## src/rtl/dagu_pkg.sv

```systemverilog
package dagu_pkg;
  typedef enum logic [2:0] {
    AM_ABS     = 3'd0,
    AM_PTR     = 3'd1,
    AM_OFS     = 3'd2,
    AM_DEC_PRE = 3'd3,
    AM_INC_PST = 3'd4
  } amode_e;

  localparam logic [1:0] PAIR_X = 2'd0;
endpackage

```

## src/rtl/dagu_pair_pick.sv

```systemverilog
module dagu_pair_pick #(
  parameter int AW   = 16,
  parameter int NPTR = 3,
  parameter int SW   = 2
) (
  input  logic [NPTR*AW-1:0] ptr_flat,
  input  logic [SW-1:0]      sel,
  output logic [AW-1:0]      ptr,
  output logic               sel_ok
);
  logic [AW-1:0] pairs [NPTR];

  for (genvar g = 0; g < NPTR; g++) begin : g_pair
    assign pairs[g] = ptr_flat[g*AW +: AW];
  end

  always_comb begin
    ptr    = '0;
    sel_ok = 1'b0;
    for (int i = 0; i < NPTR; i++) begin
      if (sel == SW'(i)) begin
        ptr    = pairs[i];
        sel_ok = 1'b1;
      end
    end
  end
endmodule

```

## src/rtl/dagu_calc.sv

```systemverilog
module dagu_calc
  import dagu_pkg::*;
#(
  parameter int AW = 16,
  parameter int DW = 6
) (
  input  logic [2:0]    mode,
  input  logic          sel_ok,
  input  logic          sel_is_x,
  input  logic [AW-1:0] ptr,
  input  logic [AW-1:0] abs_addr,
  input  logic [DW-1:0] offset,
  output logic [AW-1:0] eff,
  output logic [AW-1:0] wbd,
  output logic          wben,
  output logic          ill
);
  localparam int PADW = AW - DW;

  logic [AW-1:0] ofs_ext;
  logic [AW-1:0] ptr_dec;
  logic [AW-1:0] ptr_inc;

  assign ofs_ext = {{PADW{1'b0}}, offset};
  assign ptr_dec = ptr - AW'(1);
  assign ptr_inc = ptr + AW'(1);

  always_comb begin
    eff  = '0;
    wbd  = '0;
    wben = 1'b0;
    ill  = 1'b0;
    unique case (mode)
      AM_ABS: eff = abs_addr;
      AM_PTR: begin
        if (sel_ok) eff = ptr;
        else        ill = 1'b1;
      end
      AM_OFS: begin
        if (sel_ok && !sel_is_x) eff = ptr + ofs_ext;
        else                     ill = 1'b1;
      end
      AM_DEC_PRE: begin
        if (sel_ok) begin
          eff  = ptr_dec;
          wbd  = ptr_dec;
          wben = 1'b1;
        end else begin
          ill = 1'b1;
        end
      end
      AM_INC_PST: begin
        if (sel_ok) begin
          eff  = ptr;
          wbd  = ptr_inc;
          wben = 1'b1;
        end else begin
          ill = 1'b1;
        end
      end
      default: ill = 1'b1;
    endcase
  end
endmodule

```

## src/rtl/dagu_out_stage.sv

```systemverilog
module dagu_out_stage #(
  parameter int AW = 16,
  parameter int SW = 2
) (
  input  logic          clk,
  input  logic          rst_n,
  input  logic          in_valid,
  input  logic [AW-1:0] in_eff,
  input  logic [AW-1:0] in_wbd,
  input  logic          in_wben,
  input  logic [SW-1:0] in_wbsel,
  input  logic          in_ill,
  output logic          q_valid,
  output logic [AW-1:0] q_eff,
  output logic [AW-1:0] q_wbd,
  output logic          q_wben,
  output logic [SW-1:0] q_wbsel,
  output logic          q_ill
);
  logic [AW-1:0] eff_d;
  logic [AW-1:0] wbd_d;
  logic [SW-1:0] wbsel_d;
  logic          ill_d;
  logic          wben_d;

  always_comb begin
    eff_d   = q_eff;
    wbd_d   = q_wbd;
    wbsel_d = q_wbsel;
    ill_d   = q_ill;
    wben_d  = 1'b0;
    if (in_valid) begin
      eff_d   = in_eff;
      wbd_d   = in_wbd;
      wbsel_d = in_wbsel;
      ill_d   = in_ill;
      wben_d  = in_wben;
    end
  end

  always_ff @(posedge clk or negedge rst_n) begin
    if (!rst_n) begin
      q_valid <= 1'b0;
      q_eff   <= '0;
      q_wbd   <= '0;
      q_wben  <= 1'b0;
      q_wbsel <= '0;
      q_ill   <= 1'b0;
    end else begin
      q_valid <= in_valid;
      q_eff   <= eff_d;
      q_wbd   <= wbd_d;
      q_wben  <= wben_d;
      q_wbsel <= wbsel_d;
      q_ill   <= ill_d;
    end
  end


  illegal_no_wb_chk: assert property (@(posedge clk) disable iff (!rst_n)
    !(q_wben && q_ill));


  wb_needs_valid_chk: assert property (@(posedge clk) disable iff (!rst_n)
    q_wben |-> q_valid);
endmodule

```

## src/rtl/dspace_agu.sv

```systemverilog
module dspace_agu
  import dagu_pkg::*;
#(
  parameter int AW   = 16,
  parameter int DW   = 6,
  parameter int NPTR = 3
) (
  input  logic                clk,
  input  logic                rst_n,
  input  logic                req_valid,
  input  logic [2:0]          mode,
  input  logic [1:0]          ptr_sel,
  input  logic [AW-1:0]       abs_addr,
  input  logic [DW-1:0]       offset,
  input  logic [NPTR*AW-1:0]  ptr_bytes,
  output logic                out_valid,
  output logic [AW-1:0]       eff_addr,
  output logic [AW-1:0]       ptr_wb_data,
  output logic                ptr_wb_en,
  output logic [1:0]          ptr_wb_sel,
  output logic                illegal
);
  localparam int SW = 2;

  logic [AW-1:0] cur_ptr;
  logic          sel_ok;
  logic [AW-1:0] c_eff;
  logic [AW-1:0] c_wbd;
  logic          c_wben;
  logic          c_ill;

  dagu_pair_pick #(.AW(AW), .NPTR(NPTR), .SW(SW)) u_pick (
    .ptr_flat (ptr_bytes),
    .sel      (ptr_sel),
    .ptr      (cur_ptr),
    .sel_ok   (sel_ok)
  );

  dagu_calc #(.AW(AW), .DW(DW)) u_calc (
    .mode     (mode),
    .sel_ok   (sel_ok),
    .sel_is_x (ptr_sel == PAIR_X),
    .ptr      (cur_ptr),
    .abs_addr (abs_addr),
    .offset   (offset),
    .eff      (c_eff),
    .wbd      (c_wbd),
    .wben     (c_wben),
    .ill      (c_ill)
  );

  dagu_out_stage #(.AW(AW), .SW(SW)) u_out (
    .clk      (clk),
    .rst_n    (rst_n),
    .in_valid (req_valid),
    .in_eff   (c_eff),
    .in_wbd   (c_wbd),
    .in_wben  (c_wben),
    .in_wbsel (ptr_sel),
    .in_ill   (c_ill),
    .q_valid  (out_valid),
    .q_eff    (eff_addr),
    .q_wbd    (ptr_wb_data),
    .q_wben   (ptr_wb_en),
    .q_wbsel  (ptr_wb_sel),
    .q_ill    (illegal)
  );


  abs_mode_chk: assert property (@(posedge clk) disable iff (!rst_n)
    (req_valid && mode == AM_ABS) |=>
      (out_valid && !ptr_wb_en && !illegal && eff_addr == $past(abs_addr)));


  ofs_on_x_chk: assert property (@(posedge clk) disable iff (!rst_n)
    (req_valid && mode == AM_OFS && ptr_sel == PAIR_X) |=> (illegal && !ptr_wb_en));


  dec_pre_chk: assert property (@(posedge clk) disable iff (!rst_n)
    (req_valid && mode == AM_DEC_PRE && ptr_sel != 2'd3) |=>
      (ptr_wb_en && ptr_wb_data == eff_addr && ptr_wb_sel == $past(ptr_sel)));


  inc_post_chk: assert property (@(posedge clk) disable iff (!rst_n)
    (req_valid && mode == AM_INC_PST && ptr_sel != 2'd3) |=>
      (ptr_wb_en && ptr_wb_data == AW'(eff_addr + AW'(1))));


  idle_hold_chk: assert property (@(posedge clk) disable iff (!rst_n)
    !req_valid |=> (!out_valid && !ptr_wb_en && $stable(eff_addr)));
endmodule

```

## config.mk

```make
export PLATFORM = sky130hd
export DESIGN_NAME = dspace_agu
export DESIGN_NICKNAME = d
export VERILOG_FILES = /design/src/rtl/dagu_pkg.sv /design/src/rtl/dagu_pair_pick.sv /design/src/rtl/dagu_calc.sv /design/src/rtl/dagu_out_stage.sv /design/src/rtl/dspace_agu.sv
export SDC_FILE = /design/constraint.sdc
export NUM_CORES = 1
export LEC_CHECK = 0
export ABC_CLOCK_PERIOD_IN_PS = 1750
export CAP_MARGIN = 20
export CORE_ASPECT_RATIO = 1.4
export CORE_UTILIZATION = 70
export CTS_BUF_LIST = sky130_fd_sc_hd__clkbuf_8 sky130_fd_sc_hd__clkbuf_16
export DETAILED_ROUTE_END_ITERATION = 10
export DONT_BUFFER_PORTS = 1
export PLACE_DENSITY = 0.84
export SETUP_SLACK_MARGIN = 0.05
export SLEW_MARGIN = 20
export SYNTH_ARGS = -nofsm -noshare
export SYNTH_HDL_FRONTEND = slang
export SYNTH_SLANG_ARGS = --single-unit
```

## constraint.sdc

```tcl
create_clock -name clk -period 1.75 [get_ports clk]
set_input_delay 0.35 -clock clk [delete_from_list [all_inputs] [get_ports clk]]
set_output_delay 0.35 -clock clk [all_outputs]
set_load 0.05 [all_outputs]
```

==> impl_metrics.toml, run 1 <==
[outcome]
status = "aborted with a tool error"
haltStage = "4_1_cts"
error = "[ERROR DPL-0038] Utilization greater than 100%, impossible to legalize"

[yosys]
ys_async_sr_fraction = 1.00
synth_mux_area_frac = 0.0180
synth_area_leaders = "dfrtp_1 (26%), a21oi_1 (6.5%), xnor2_1 (5.3%)"
synth_seq_cells = 37
synthCells = 439
synth_nets = 529
synth_edf_count = 0
syn_area_um2 = 3610
syn_area_per_cell_um2 = 8.23
synth_simple_gate_area_frac = 0.247
synth_top_family_by_area = "compound AO/OA/AOI/OAI gates"
synthXorXnorAreaFrac = 0.0654
synth_compound_area_frac = 0.309
synth_top_area_frac = 0.256
synth_area_leader_cell = "dfrtp_1"
synth_seq_area_share = 0.256
synth_ff_type = "dfrtp_1"
ys_types = 67
yosysWarnings = 0
yosys.area_share.adder = 0.0416

[place]
place_congestion = 1.07
dp_cells = 569
hpwl_mm = 10.9
numPortBuffers = 0

[clock_network]
post_cts_buffers = 7
cts.sinks = 37
cts_buffers = 5
cts.repair.resized = 72
ctsHoldBuffers = 2
cts_buffer_depth = 2
htreeDepth = 2
clock-root-buffer = "clkbuf_8"

[die]
initial_core_util = 0.735
io_pins = 115
die_x_um = 62.7
rows = 30
die_h_um = 87.0
-- logic make-up after synthesis --
group | Yosys count
AND/OR/NAND/NOR | 153
AO/OA/AOI/OAI | 160
flip-flops | 37
multiplexers | 6
XOR/XNOR | 27
buffers and inverters | 44
adder cells (fa/ha/maj) | 12
-- metrics by stage --
step / hold WS [ns] / cell area (um^2) / setup WS, ns / utilization / setup TNS (ns)
3_5_place_dp: 0.0551 / 4520 / -0.918 / 0.919 / -21.94
3_3_place_gp: 0.0550 / 4520 / -0.764 / 0.919 / -18.52
2_1_floorplan: 0.0544 / 3910 / -0.930 / - / -18.25
-- Yosys cell counts, types with 4 or more instances --
| cell type | instances |
|---|---|
| a21o_1 | 9 |
| a21oi_1 | 47 |
| a21oi_2 | 9 |
| a221oi_1 | 7 |
| a22o_1 | 6 |
| a22oi_1 | 5 |
| a31oi_1 | 9 |
| and3_1 | 4 |
| and4_1 | 4 |
| buf_2 | 8 |
| buf_6 | 4 |
| clkbuf_1 | 12 |
| dfrtp_1 | 37 |
| ha_1 | 12 |
| inv_1 | 11 |
| mux2_2 | 4 |
| nand2_1 | 28 |
| nand2b_1 | 5 |
| nand3_1 | 9 |
| nand3b_1 | 15 |
| nor2_1 | 33 |
| nor2b_1 | 13 |
| nor3_1 | 14 |
| nor4_1 | 5 |
| o211ai_1 | 6 |
| o21a_1 | 4 |
| o21ai_0 | 24 |
| o221ai_1 | 7 |
| xnor2_1 | 22 |
| xor2_1 | 5 |
==> run 2: changes to the inputs <==
--- a/config.mk
+++ b/config.mk
@@ -7,13 +7,10 @@
 export LEC_CHECK = 0
 export ABC_CLOCK_PERIOD_IN_PS = 1750
 export CAP_MARGIN = 20
-export CORE_ASPECT_RATIO = 1.4
-export CORE_UTILIZATION = 70
-export CTS_BUF_LIST = sky130_fd_sc_hd__clkbuf_8 sky130_fd_sc_hd__clkbuf_16
+export CORE_UTILIZATION = 40
 export DETAILED_ROUTE_END_ITERATION = 10
 export DONT_BUFFER_PORTS = 1
-export PLACE_DENSITY = 0.84
-export SETUP_SLACK_MARGIN = 0.05
+export PLACE_DENSITY_LB_ADDON = 0.15
 export SLEW_MARGIN = 20
 export SYNTH_ARGS = -nofsm -noshare
 export SYNTH_HDL_FRONTEND = slang
==> impl_metrics.toml, run 2 <==
[outcome]
status = "complete, but fails checks"
failed_checks = "negative setup slack"

[yosys]
synth_area_leaders = "dfrtp_1 (26%), a21oi_1 (6.5%), xnor2_1 (5.3%)"
synth_edf_count = 0
syn_area_per_cell_um2 = 8.23
ys_async_sr_fraction = 1.00
synth_compound_area_frac = 0.309
yosys.area_share.adder = 0.0416
synth_top_family_by_area = "compound AO/OA/AOI/OAI gates"
synth_nets = 529
yosysWarnings = 0
synth_simple_gate_area_frac = 0.247
synth_seq_cells = 37
synth_area_leader_cell = "dfrtp_1"
syn_area_um2 = 3610
synth_ff_type = "dfrtp_1"
synthTopCellsByCount = "a21oi_1 (47), dfrtp_1 (37), nor2_1 (33), nand2_1 (28), o21ai_0 (24)"
synthXorXnorAreaFrac = 0.0654
synth_most_common_cell = "a21oi_1"
ys_types = 67
synthCells = 439
synth_seq_area_share = 0.256
synth_top_area_frac = 0.256
synth_mux_area_frac = 0.0180

[drt]
antenna_left = 0
first_pass_iters = 6
viasPerCell = 6.02
drt-total-wl_mm = 13.2
avgRoutedWirePerCell_um = 20.7
drc = 0
drt_iter0_markers = 185
vias = 3838

[clock_network]
clk_pin_slew_ns = 0.07
cts_tree = "done"
cts_buffers = 5
clock-root-buffer = "clkbuf_8"
cts.sinks = 37
cts_buffer_depth = 2
clkLatencyLatePin_ns = 0.29
htreeDepth = 2

[global_route]
antenna_found_initial = 0
grt_max_degree = 38
grt_pass1_vias = 4014
grt_use_total = 0.280
grt_remaining_overflow = 0
grt_pass1_wl_mm = 20.7

[cells_and_area]
fillers = 798
final_cell_mix = "buf_4 (90), a21oi_1 (39), dfrtp_1 (37), nor2_1 (27), nand2_1 (26)"
drive_gt1_frac = 0.421
syn_to_final_growth_pct = 42.1
postLayoutCellArea_um2 = 5130
n_antenna_cell = 0
top_regs = "u_out.q_eff x16, u_out.q_wbd x16, u_out.q_wbsel x2"
fin_util = 0.589
final_common_cell = "buf_4"
fin_nets = 619

[sta]
relSlewSlack = 0.641
setup_slack_ns = -0.433
worst_slew_pin_slew_ns = 0.538
hold_viol = 0
setup_viol = 29
finalSetupTns_ns = -8.46
post-route-period-util = 1.25
rsz0062_at_grt = "true"
fmax_ghz = 0.458
slew_viol_final = 0
period_needed_ns = 2.18
finalClockSkew_ns = 0

[worst_setup_path]
endpoint_kind = "register"
r2r-start = "u_out.q_eff[10]"
critPathCapture = "u_out.q_eff[10]"
cp-start-kind = "input pin"
r2r_end = "u_out.q_eff[10]"
cp_max_fo = 13
r2r_cells = 2
critical_path_required_ns = 1.96
arrival_ns = 2.39
worstSetupPathType = "in2reg"
worstSetupStartpoint = "ptr_sel[0]"
reg2reg_slack_ns = 0.47

[die]
io_pins = 115
core_area_um2 = 8720
die_h_um = 97.0
die_x_um = 97.0
rows = 34
dieArea_um2 = 9420
initial_core_util = 0.414

[place]
hpwl_mm = 10.1
numPortBuffers = 0
postPlaceCellArea_um2 = 4630
place_congestion = 1.01

[run]
maxCapViolations = 0

[min_path]
hold_path.class = "in2reg"

[power_and_ir_drop]
power_w = 0.00323
p_leak_nw = 2.05
peakVddDrop_mv = 0.439
powerDensity_nw_per_um2 = 630
[run 2: cell counts after synthesis]
Identical to the previous run, type by type.
[run 2: what timing repair did]
action,CTS,global route
gates resized for setup,47,36
setup endpoints to repair,30,30
pin swaps,11,7
hold endpoints to repair,37,0
buffers inserted,4,2
hold buffers,2,0
[run 2: worst min path at each step]
stage              start               to  slack, ns  cells after the start
2_1_floorplan      rst_n   u_out.q_eff[0]       0.05                      0
3_3_place_gp       rst_n  u_out.q_wbd[12]       0.06                      0
3_5_place_dp       rst_n  u_out.q_wbd[12]       0.06                      0
4_1_cts        req_valid    u_out.q_valid       0.08                      0
5_1_grt        req_valid    u_out.q_valid       0.07                      0
6_report       req_valid    u_out.q_valid       0.08                      0
[run 2: final cells by class]
class	count	area [um^2]	share of cell area
timing repair buffer	111	932	0.182
inverter	16	97.6	0.0190
clock buffer	7	96.3	0.0188
clock inverter	1	5.00	0.000975
sequential	37	926	0.180
multi-input combinational	358	2940	0.573
tap	108	135	0.0263
[run 2: power breakdown]
part	leakage, nW	switching (W)	internal (W)
logic	1.51	0.000707	0.000652
registers	0.484	0.000287	0.000920
clock network	0.0542	0.000311	0.000356
[run 2: kinds of logic (layout without fill, tap and decap cells)]
logic type,after synthesis,after routing
AOI/OAI and AO/OA,160,160
xor gates and xnor gates,27,27
adders and majority gates,12,12
buffers and inverters,44,135
DFF,37,37
muxes,6,6
and+or+nand+nor,153,153
[run 2: per-stage QoR]
stage | hold WS, ns | cells | worst slack, ns
floorplan | 0.0544 | 439 | -0.930
global placement | 0.0551 | 622 | -0.824
detailed placement | 0.0551 | 622 | -0.874
CTS | 0.0807 | 636 | -0.431
global route | 0.0709 | 638 | -0.549
finish | 0.0844 | 638 | -0.433
[run 2: worst max-delay path, stage by stage]
cell and delay (ns):
inv_12 0.03, ha_4 0.23, nor2b_2 0.19, a21o_4 0.12, inv_4 0.04, ha_4 0.31
nand3_4 0.12, o31ai_4 0.27, a21oi_4 0.09, or4b_1 0.47, a31oi_1 0.15
[run 2: metal layers]
metal,share of wire,up-vias,GRT usage,wire [um]
met5,0,-,0,0
met4,0.034,0,0.108,450
met3,0.057,42,0.0578,755
met2,0.52,132,0.508,6830
met1,0.39,1847,0.320,5160
li1,-,1817,-,-
Note: power is estimated with default switching activity, not from simulation.
